`config.mk`:
```
export PLATFORM = sky130hd
export DESIGN_NAME = wake_ind_ctrl
export DESIGN_NICKNAME = d
export VERILOG_FILES = /design/src/rtl/wuc_pkg.sv /design/src/rtl/wuc_status.sv /design/src/rtl/wuc_pulse.sv /design/src/rtl/wuc_pad.sv /design/src/rtl/wake_ind_ctrl.sv
export SDC_FILE = /design/constraint.sdc
export NUM_CORES = 1
export LEC_CHECK = 0
export BUFFER_PORTS_ARGS = -buffer_cell sky130_fd_sc_hd__buf_2
export CELL_PAD_IN_SITES_DETAIL_PLACEMENT = 1
export CELL_PAD_IN_SITES_GLOBAL_PLACEMENT = 1
export CORE_MARGIN = 2
export CORE_UTILIZATION = 31
export CTS_CLUSTER_SIZE = 25
export DETAILED_ROUTE_END_ITERATION = 10
export GPL_TIMING_DRIVEN = 0
export HOLD_SLACK_MARGIN = 0.08
export PLACE_DENSITY = 0.72
export SETUP_SLACK_MARGIN = 0.15
export SYNTH_ARGS = -nofsm -noshare
export SYNTH_HDL_FRONTEND = slang
export SYNTH_HIERARCHICAL = 1
export SYNTH_SLANG_ARGS = --single-unit
```
`constraint.sdc`:
```
create_clock -name clk_i -period 1.5 [get_ports clk_i]
set_clock_uncertainty 0.15 [all_clocks]
set_input_delay 0.15 -clock clk_i [delete_from_list [all_inputs] [get_ports clk_i]]
set_output_delay 0.15 -clock clk_i [all_outputs]
set_load 0.02 [all_outputs]
```
`src/rtl/wuc_pkg.sv`:
```
package wuc_pkg;
  localparam int unsigned WORD_W    = 8;
  localparam int unsigned EN_BIT    = 0;
  localparam int unsigned POL_BIT   = 1;
  localparam int unsigned PULSE_BIT = 2;
  localparam int unsigned STAT_LSB  = 4;
  localparam int unsigned NUM_SRC   = 2;

  typedef struct packed {
    logic pulse;
    logic pol;
    logic en;
  } ctrl_t;
endpackage

```
`src/rtl/wuc_status.sv`:
```
module wuc_status
  import wuc_pkg::*;
(
  input  logic               clk_i,
  input  logic               rst_ni,
  input  logic [NUM_SRC-1:0] evt_i,
  input  logic [NUM_SRC-1:0] clr_i,
  output logic [NUM_SRC-1:0] stat_d_o,
  output logic [NUM_SRC-1:0] stat_q_o
);
  for (genvar i = 0; i < NUM_SRC; i++) begin : g_bit
    // a live source beats a clear
    assign stat_d_o[i] = evt_i[i] | (stat_q_o[i] & ~clr_i[i]);

    always_ff @(posedge clk_i or negedge rst_ni) begin
      if (!rst_ni) stat_q_o[i] <= 1'b0;
      else         stat_q_o[i] <= stat_d_o[i];
    end
  end
endmodule

```
`src/rtl/wuc_pulse.sv`:
```
module wuc_pulse #(
  parameter int unsigned PULSE_MS = 50,
  localparam int unsigned CNT_W   = $clog2(PULSE_MS + 1)
) (
  input  logic clk_i,
  input  logic rst_ni,
  input  logic start_i,
  input  logic stop_i,
  input  logic tick_i,
  output logic on_o
);
  localparam logic [CNT_W-1:0] LAST = CNT_W'(PULSE_MS - 1);

  logic [CNT_W-1:0] cnt_q;

  always_ff @(posedge clk_i or negedge rst_ni) begin
    if (!rst_ni) begin
      on_o  <= 1'b0;
      cnt_q <= '0;
    end else if (stop_i) begin
      on_o  <= 1'b0;
      cnt_q <= '0;
    end else if (on_o) begin
      if (tick_i) begin
        if (cnt_q == LAST) begin
          on_o  <= 1'b0;
          cnt_q <= '0;
        end else begin
          cnt_q <= cnt_q + 1'b1;
        end
      end
    end else if (start_i) begin
      // no restart while running: only reached when idle
      on_o  <= 1'b1;
      cnt_q <= '0;
    end
  end
endmodule

```
`src/rtl/wuc_pad.sv`:
```
module wuc_pad (
  input  logic active_i,
  input  logic pol_i,
  input  logic od_i,
  output logic pad_o,
  output logic oe_o
);
  always_comb begin
    if (od_i) begin
      pad_o = 1'b0;
      oe_o  = active_i;
    end else begin
      pad_o = pol_i ? active_i : ~active_i;
      oe_o  = 1'b1;
    end
  end
endmodule

```
`src/rtl/wake_ind_ctrl.sv`:
```
module wake_ind_ctrl
  import wuc_pkg::*;
#(
  parameter int unsigned PULSE_MS = 50
) (
  input  logic              clk_i,
  input  logic              rst_ni,
  input  logic              energy_evt_i,
  input  logic              wake_evt_i,
  input  logic              ready_i,
  input  logic              tick_i,
  input  logic              od_mode_i,
  input  logic              reg_we_i,
  input  logic [WORD_W-1:0] reg_wdata_i,
  output logic [WORD_W-1:0] reg_rdata_o,
  output logic              pme_o,
  output logic              pme_oe_o,
  output logic              pme_irq_o
);
  ctrl_t              ctrl_q, ctrl_d;
  logic [NUM_SRC-1:0] evt, clr, stat_d, stat_q;
  logic               pls_on, pls_start, pls_stop, pme_active;

  assign evt = {wake_evt_i, energy_evt_i};
  assign clr = (reg_we_i && ready_i) ? reg_wdata_i[STAT_LSB +: NUM_SRC] : '0;

  always_comb begin
    ctrl_d = ctrl_q;
    if (reg_we_i) begin
      ctrl_d.en    = reg_wdata_i[EN_BIT];
      ctrl_d.pol   = reg_wdata_i[POL_BIT];
      ctrl_d.pulse = reg_wdata_i[PULSE_BIT];
    end
  end

  always_ff @(posedge clk_i or negedge rst_ni) begin
    if (!rst_ni) ctrl_q <= '0;
    else         ctrl_q <= ctrl_d;
  end

  wuc_status u_status (
    .clk_i   (clk_i),
    .rst_ni  (rst_ni),
    .evt_i   (evt),
    .clr_i   (clr),
    .stat_d_o(stat_d),
    .stat_q_o(stat_q)
  );

  assign pls_start = ctrl_d.pulse && ctrl_d.en && (stat_q == '0) && (stat_d != '0);
  assign pls_stop  = (stat_d == '0) || !ctrl_d.en || !ctrl_d.pulse;

  wuc_pulse #(.PULSE_MS(PULSE_MS)) u_pulse (
    .clk_i  (clk_i),
    .rst_ni (rst_ni),
    .start_i(pls_start),
    .stop_i (pls_stop),
    .tick_i (tick_i),
    .on_o   (pls_on)
  );

  assign pme_active = ctrl_q.en && (stat_q != '0) && (!ctrl_q.pulse || pls_on);

  wuc_pad u_pad (
    .active_i(pme_active),
    .pol_i   (ctrl_q.pol),
    .od_i    (od_mode_i),
    .pad_o   (pme_o),
    .oe_o    (pme_oe_o)
  );

  assign pme_irq_o = |stat_q;

  always_comb begin
    reg_rdata_o                          = '0;
    reg_rdata_o[EN_BIT]                  = ctrl_q.en;
    reg_rdata_o[POL_BIT]                 = ctrl_q.pol;
    reg_rdata_o[PULSE_BIT]               = ctrl_q.pulse;
    reg_rdata_o[STAT_LSB +: NUM_SRC]     = stat_q;
  end
endmodule

```
==> results, run 1 <==
- The sum of negative setup slack is -1930 ps.
- The total number of nets in the final design is 131.
- The slowest cell on the critical path is sky130_fd_sc_hd__dfrtp_2.
- The max-cap check violation count is 0.
- The post-route minimum period is approximately 1800 ps.
- In this run the worst hold path is classified as primary input to flop.
- For this block, the routed nets add up to 2160 um of wire.
- After synthesis, the netlist uses 34 different library cells.
- The origin of the critical flop-to-flop path is reg_rdata_o[2].
- Summing every instance area after synthesis gives between 700 and 800 um2.
- Power comes to 0.000790 W.
- Counting both buffers and inverters, the worst setup path holds a total of 1.
- The signal on the critical path passes through or2_4 -> and3_4 -> xor2_2 -> nor2_2 -> buf_6.
- The count of nets left with antenna violations once routing finished came out at 0.
- Once routing completed, OpenROAD measured the worst setup slack at -280 ps.
- The number of rows in the core area is 17.
- The die covers 0.00274 mm2.
- The largest stage delay on the critical path is 410 ps.
- The total overflow left after global routing is 0.
- Routability-driven placement finished with a final weighted congestion of ~0.72.
- The static leakage is roughly 0.52 nW.
- The via count of the first global-routing pass was roughly 690.
- The power density normalized to cell area is 676 mW/mm2.
- The instance count along the most critical hold path is 2.
- The clock net in this run drives a total of 12 sinks.
- Across all register-to-register paths, the minimum setup slack is -270 ps.
- The share of flip-flops with an asynchronous set or reset after synthesis is between 90% and 100%.
- The via density per instance is approximately 5.
- The dominant synthesized flop cell is sky130_fd_sc_hd__dfrtp_1.
- The signed area change from the synthesized netlist to the final layout is 61.4%.
- The number of antenna violations at the first check in global routing is 0.
- Setup violations remaining at the end of the flow were counted as 10.
- Buffers placed on the I/O ports in this run total 20.
- Of all nets on the critical path, the largest fanout is 3.
- The number of antenna cells inserted is 0.
- The proportion of layout cells with a drive suffix above 1 is between 50% and 60%.
- Buffers inserted to repair hold after CTS numbered 4.
- Data on the critical path is required at its endpoint by between 1000 and 1500 ps.
- The die boundary height is approximately 52 um.
- The detailed router finished its first iteration with 8 violations.
- The number of buffers created by CTS is 3.
- The highest attainable clock frequency is around 560 MHz.
- The end of the worst register-to-register path is u_pulse/cnt_q[2].
- The family with the most delay on the worst path is simple AND/OR/NAND/NOR gates.
- The die width is between 50 and 60 um.
- On the final layout, the worst hold slack is -43.2 ps.
- In this run the number of H-tree levels came out at 1.
- The number of synthesized register bits is 12.
- The clock transition time at the flip-flop clock pins of the worst setup and hold paths is 80 ps.
- The number of cells after detailed placement is 120.
- The portion of synthesized cell area occupied by the leading cell type is 41.5%.
- The number of detailed-route iterations in the first pass is 3.
- The master cell of the clock root buffer is sky130_fd_sc_hd__clkbuf_4.
- Setup repair after global routing could not meet its margin everywhere.
- The worst hold path terminates at u_status/stat_q_o[0].
- Yosys printed 6 warnings.
- The final reports fail on hold timing, setup timing.
- The worst voltage drop across the vdd grid is about 0.00036 V.
- The average wire length per cell after detail routing is 15.5 um.
- By startpoint and endpoint, the worst setup path is classified as flop to output port.
- In this run the deepest clock path goes through 2 buffers.
- The number of max-slew violations in the final report is 0.
- The kind of end point of the critical path is an output port.
- After the flow finishes, the layout carries non-filler instances totaling 140.
- Leaving out fill and tap cells, the most frequent cell in the layout is sky130_fd_sc_hd__buf_2.
- At the worst endpoint, the arrival time is around 1500 ps.
- The HPWL after detailed placement is 1330 um.
- In the routed design, unresolved DRC markers number 0.
- The worst setup path is launched from a flop.
- Of the synthesized area, sequential elements account for around two fifths.
- Leaving out fill and tap cells, the most frequent cells in the layout are 17 x sky130_fd_sc_hd__buf_2, 13 x sky130_fd_sc_hd__buf_4, 6 x sky130_fd_sc_hd__dfrtp_2, 6 x sky130_fd_sc_hd__dfrtp_1.
- The cell taking the most area after synthesis is sky130_fd_sc_hd__dfrtp_1.
- TritonCTS built the clock tree.
- In the post-synthesis netlist, the biggest area contributors are sky130_fd_sc_hd__dfrtp_1 42%, sky130_fd_sc_hd__mux2i_1 4.2%, sky130_fd_sc_hd__nand3_1 4.2%, sky130_fd_sc_hd__mux2_4 4.2%, sky130_fd_sc_hd__ha_1 3.5%.
- The number of endpoints with negative hold slack in the final report came to 4.
- The detailed router placed approximately 700 vias in this run.
- The cell depth of the worst flop-to-flop path is 6.
- After floorplanning, the core was sized to cover 0.00221 mm2.
- The pin count of the biggest net entering global routing is 13.
- The count of mapped cells out of synthesis is 70.
- The startpoint identified for the worst hold timing path is energy_evt_i.
- The run finished, with violations left.
- The overall routing resource usage is between 10% and 20%.
- The mean cell area of the mapped netlist is a little over 10 um2.
- The number of top-level pins is 27.
- The final critical path takes up 119% of the cycle.
- The number of enable flip-flop cells after synthesis is 0.
- The initial utilization of the core area, before any placement, comes to roughly a third.
- The first global-routing pass estimated 3300 um of wire.
- The clock reaches the later pin of the worst-skew pair after roughly 270 ps.
power by group:
part           internal [W]  switching [W]
combinational     0.0000894      0.0000911
clock              0.000147       0.000116
sequential         0.000336      0.0000102
total              0.000572       0.000217
cell usage after synthesis, types with 2 or more instances:
library cell / n
sky130_fd_sc_hd__o31ai_1: 2
sky130_fd_sc_hd__a21o_1: 2
sky130_fd_sc_hd__ha_1: 2
sky130_fd_sc_hd__nor2_1: 4
sky130_fd_sc_hd__mux2_4: 2
sky130_fd_sc_hd__dfrtp_1: 12
sky130_fd_sc_hd__o211ai_1: 3
sky130_fd_sc_hd__mux2i_1: 3
sky130_fd_sc_hd__nand2b_1: 2
sky130_fd_sc_hd__and3_2: 2
sky130_fd_sc_hd__buf_4: 3
sky130_fd_sc_hd__o2bb2ai_1: 2
sky130_fd_sc_hd__inv_1: 5
sky130_fd_sc_hd__nand3_1: 6
routing by layer:
layer  global-route usage [%]  wire (um)  share of wire, %  vias to the layer above
li1                         -          -                 -                      336
met1                     21.2        907                42                      353
met2                     29.6       1220                56                        8
met3                     1.71         19              0.88                        2
met4                     7.69         19              0.88                        0
met5                        0          0                 0                        -
what timing repair did:
action,in CTS,in global routing
hold endpoints to repair,18,4
pin swaps,12,9
endpoints found under the setup margin,10,10
buffers inserted,7,5
resized for setup,18,6
final cells by class:
class	count	area [um2]
Fill cell	262	1040
Multi-Input combinational cell	51	487
Sequential cell	12	308
Timing Repair Buffer	36	256
Clock buffer	4	36.3
Tap cell	28	35.0
Buffer	4	26.3
Inverter	5	18.8
metrics by stage:
| step | utilization [%] | area (um2) | hold WS [ps] | setup WS [ps] |
|---|---|---|---|---|
| after global placement | 40.2 | 890 | -103 | -399 |
| after detailed placement | 40.2 | 890 | -97.6 | -433 |
| after floorplan | - | 754 | -296 | -241 |
| final | 52.8 | 1170 | -43.2 | -280 |
| after CTS | 49.6 | 1100 | -50.6 | -312 |
| after global routing | 52.8 | 1170 | -49.2 | -346 |
flip-flops by register name, summed over array words and instances (netlist names):
signal	cells
reg_rdata_o	3
u_pulse/on_o	1
u_pulse/cnt_q	6
u_status/stat_q_o	2
how the worst max path moves through the flow:
stage                       end  cells after the start  slack, ps                 start
5_1_grt        u_pulse/cnt_q[2]                      6       -350  u_status/stat_q_o[0]
4_1_cts                   pme_o                      5       -310  u_status/stat_q_o[1]
3_3_place_gp   u_pulse/cnt_q[1]                      9       -400              reg_we_i
2_1_floorplan  u_pulse/cnt_q[1]                      5       -240  u_status/stat_q_o[0]
6_report                  pme_o                      5       -280  u_status/stat_q_o[1]
3_5_place_dp   u_pulse/cnt_q[1]                      9       -430              reg_we_i
cell families (layout without fill, tap and decap cells):
family	count (synthesis)	in the layout	share of synthesized area [%]
and+or+nand+nor	26	26	22.7
AOI/OAI and AO/OA	13	13	14.5
DFF	12	12	41.5
buffers and inverters	9	49	6.23
muxes	6	6	9.86
adders and majority gates	2	2	3.46
other	1	3	0.519
xor gates and xnor gates	1	1	1.21
No activity file was read; power rests on OpenSTA's default activity.
==> inputs of run 2 (changes only) <==
--- a/config.mk
+++ b/config.mk
@@ -14,6 +14,7 @@
 export DETAILED_ROUTE_END_ITERATION = 10
 export GPL_TIMING_DRIVEN = 0
 export HOLD_SLACK_MARGIN = 0.08
+export MAX_ROUTING_LAYER = met4
 export PLACE_DENSITY = 0.72
 export SETUP_SLACK_MARGIN = 0.15
 export SYNTH_ARGS = -nofsm -noshare
==> run 2 against run 1 <==
Effect of this change: the run still ends with hold timing, setup timing left; worst hold slack barely moved; clock power hardly changed; non-clock buffer count did not move; first-iteration DRC count decreased by 13%; count of clock-buffer cells in the layout unchanged; largest power group unchanged; highest routed layer unchanged.
==> results, run 2 (synthesis results as in run 1) <==
- The number of rows in the core area is 17.
- Power spread over the standard cell area amounts to ~680 mW/mm2.
- Timing analysis after detailed placement gives a worst setup slack of -433 ps.
- u_pulse/cnt_q holds more flip-flops than any other register.
- The count of input and output buffers is 20.
- The worst hold path terminates at u_status/stat_q_o[0].
- After detailed routing, the number of remaining DRC violations is 0.
- The first global-routing pass estimated ~3300 um of wire.
- The initial utilization of the core area, before any placement, comes to about a third.
- Compared with the post-synthesis result, the final layout area differs by 61.4%.
- The origin of the critical flop-to-flop path is reg_rdata_o[2].
- The number of antenna cells inserted is 0.
- The die is ~52 um tall.
- The congestion estimate from routability-driven global placement came to 0.730.
- Counting tap cells, the placed design contains a total of 120 instances.
- The placed cell area is 890 um2.
- The overall routing resource usage is between 10% and 20%.
- The sum of negative setup slack is -1930 ps.
- STA classifies the critical path startpoint as a flop.
- Setup repair after global routing could not meet its margin everywhere.
- The number of flip-flops under the largest register name is 6.
- Across all hold checks on the routed design, the worst slack comes to -43.6 ps.
- The number of antenna violations at the first check in global routing came to 0.
- The kind of end point of the critical path is an output port.
- Measured along the x axis, the die boundary spans between 50 and 60 um.
- The power share of the sequential group is around 44%.
- Cells with a size suffix above 1 make up approximately 60% of the layout.
- The final cell count without fillers is 140.
- The core region is about 0.0022 mm2.
- Across the run, the number of max-cap violations was 0.
- The switching power of the nets is 0.000218 W.
- The instance count along the most critical hold path is 2.
- For the worst-skew pair, the clock arrives at the later sink with an insertion delay of 270 ps.
- The final reports fail on hold timing, setup timing.
- The kind of path behind the tightest hold check is primary input to flop.
- The sequential cell area in the final layout is a little over 300 um2.
- After legalization and detailed placement, the total HPWL measured approximately 1300 um.
- Dividing the detail-routed via count by the number of cells gives around 5.0.
- Entering global routing, the biggest net connects 13 pins.
- The largest fanout on the critical path is 3.
- The TritonCTS clock tree is built.
- The combinational fraction of design power is between 20% and 30%.
- 27 I/O pins were placed.
- The end of the worst register-to-register path is u_pulse/cnt_q[2].
- The tree is rooted in a sky130_fd_sc_hd__clkbuf_4.
- The count of filler cells inserted in the layout is 262.
- The worst reg-to-reg setup slack is -270 ps.
- The clock transition time at the flip-flop clock pins of the worst setup and hold paths is 80 ps.
- The number of buffers created by CTS is 3.
- The portion of the clock cycle consumed by the worst path in the final layout is 119%.
- Leaving out fill and tap cells, the most frequent cell in the layout is sky130_fd_sc_hd__buf_2.
- For this run, the top clock speed supported by timing is around 560 MHz.
- At the end of the flow, the number of nets in the layout was 131.
- Cell internal power was estimated by the tool at between 0.0005 and 0.0006 W.
- The first detailed-routing pass took 4 iterations.
- The static leakage is just over 0.5 nW.
- The post-route minimum period is ~1800 ps.
- The total number of vias is approximately 700.
- The floorplan step defined a die boundary enclosing 0.00274 mm2.
- The worst voltage drop across the vdd grid is between 0.0003 and 0.0004 V.
- The aggregate global routing overflow is 0.
- For the worst setup path, the data arrival time is 1480 ps.
- After the first detailed-routing iteration, the DRC count stood at 7.
- Setup violations remaining at the end of the flow were counted as 10.
- The library cells used most frequently in the layout, excluding fill and tap cells, are 17 x sky130_fd_sc_hd__buf_2, 13 x sky130_fd_sc_hd__buf_4, 6 x sky130_fd_sc_hd__dfrtp_2, 6 x sky130_fd_sc_hd__dfrtp_1.
- After detailed routing, the average wire length per cell comes to roughly 15 um.
- The run finished, with violations left.
- The final core area utilization is between 50% and 60%.
- The fraction of power spent switching nets is 27.6%.
- The via count of the first global-routing pass came to just under 700.
- The number of endpoints with negative hold slack in the final report was 4.
- For this block, the routed nets add up to approximately 2200 um of wire.
- The area of combinational cells with multiple inputs is about 500 um2.
- The critical path data required time is around 1200 ps.
- Per report_power, the clock group accounts for 33.4% of the total.
- The number of hold buffers added after cts is 4.
- CTS built an H-tree with a depth of 1.
- The number of max-slew violations in the final report is 0.
- The post-route antenna net violation count is 0.
- The finished cells cover ~0.0012 mm2.
- The longest clock path from root to sink contains 2 buffers.
- In the post-route analysis, the smallest setup slack over all paths is -280 ps.
- The number of cells on the worst reg-to-reg path is 6.
- Clock tree synthesis found a total of 12 sinks.
- The worst hold path begins at energy_evt_i.
- The setup path with the least slack is of type flop to output port.
[run 2: cell counts in the layout (fill, tap and decap cells not counted)]
Identical to the previous run, type by type.
[run 2: cell type report]
class	count	area share, %
Timing Repair Buffer	36	22.0
Sequential cell	12	26.4
Inverter	5	1.61
Clock buffer	4	3.11
Multi-Input combinational cell	51	41.7
Tap cell	28	3.00
Buffer	4	2.25
[run 2: how the worst max path moves through the flow]
stage / startpoint / end / slack, ps / cells after the start
5_1_grt: u_status/stat_q_o[0] / u_pulse/cnt_q[2] / -350 / 6
4_1_cts: u_status/stat_q_o[1] / pme_o / -310 / 5
3_5_place_dp: reg_we_i / u_pulse/cnt_q[1] / -430 / 9
2_1_floorplan: u_status/stat_q_o[0] / u_pulse/cnt_q[1] / -240 / 5
3_3_place_gp: reg_we_i / u_pulse/cnt_q[1] / -400 / 9
6_report: u_status/stat_q_o[1] / pme_o / -280 / 5
[run 2: what timing repair did]
action                     CTS  global route
resized for setup           18             6
pin swaps                   12             9
hold endpoints to repair    18             4
setup buffers                7             5
setup endpoints to repair   10            10
[run 2: metrics by stage]
step | hold slack, ps | power (W)
2_1_floorplan | -296 | 0.000434
3_3_place_gp | -103 | 0.000484
3_5_place_dp | -97.6 | 0.000489
4_1_cts | -50.6 | 0.000792
5_1_grt | -49.2 | 0.000835
6_report | -43.6 | 0.000790
[run 2: critical path, stage by stage, from the launching register on]
cell	delay (ps)
sky130_fd_sc_hd__dfrtp_2	410
sky130_fd_sc_hd__or2_4	260
sky130_fd_sc_hd__and3_4	170
sky130_fd_sc_hd__xor2_2	150
sky130_fd_sc_hd__nor2_2	100
sky130_fd_sc_hd__buf_6	120
[run 2: power by group through the flow]
stage | sequential [W] | clock (W) | combinational (W)
global placement | 0.000350 | 0 | 0.000134
global route | 0.000347 | 0.000292 | 0.000196
finish | 0.000346 | 0.000264 | 0.000181
detailed placement | 0.000351 | 0 | 0.000138
floorplan | 0.000364 | 0 | 0.0000704
CTS | 0.000346 | 0.000273 | 0.000173
[run 2: layer usage]
layer / wire [um] / share of wire, % / GRT usage [%]
met5: 0 / 0 / -
met4: 27 / 1.2 / 7.69
met3: 21 / 0.97 / 1.71
met2: 1210 / 56 / 29.6
met1: 905 / 42 / 21.2
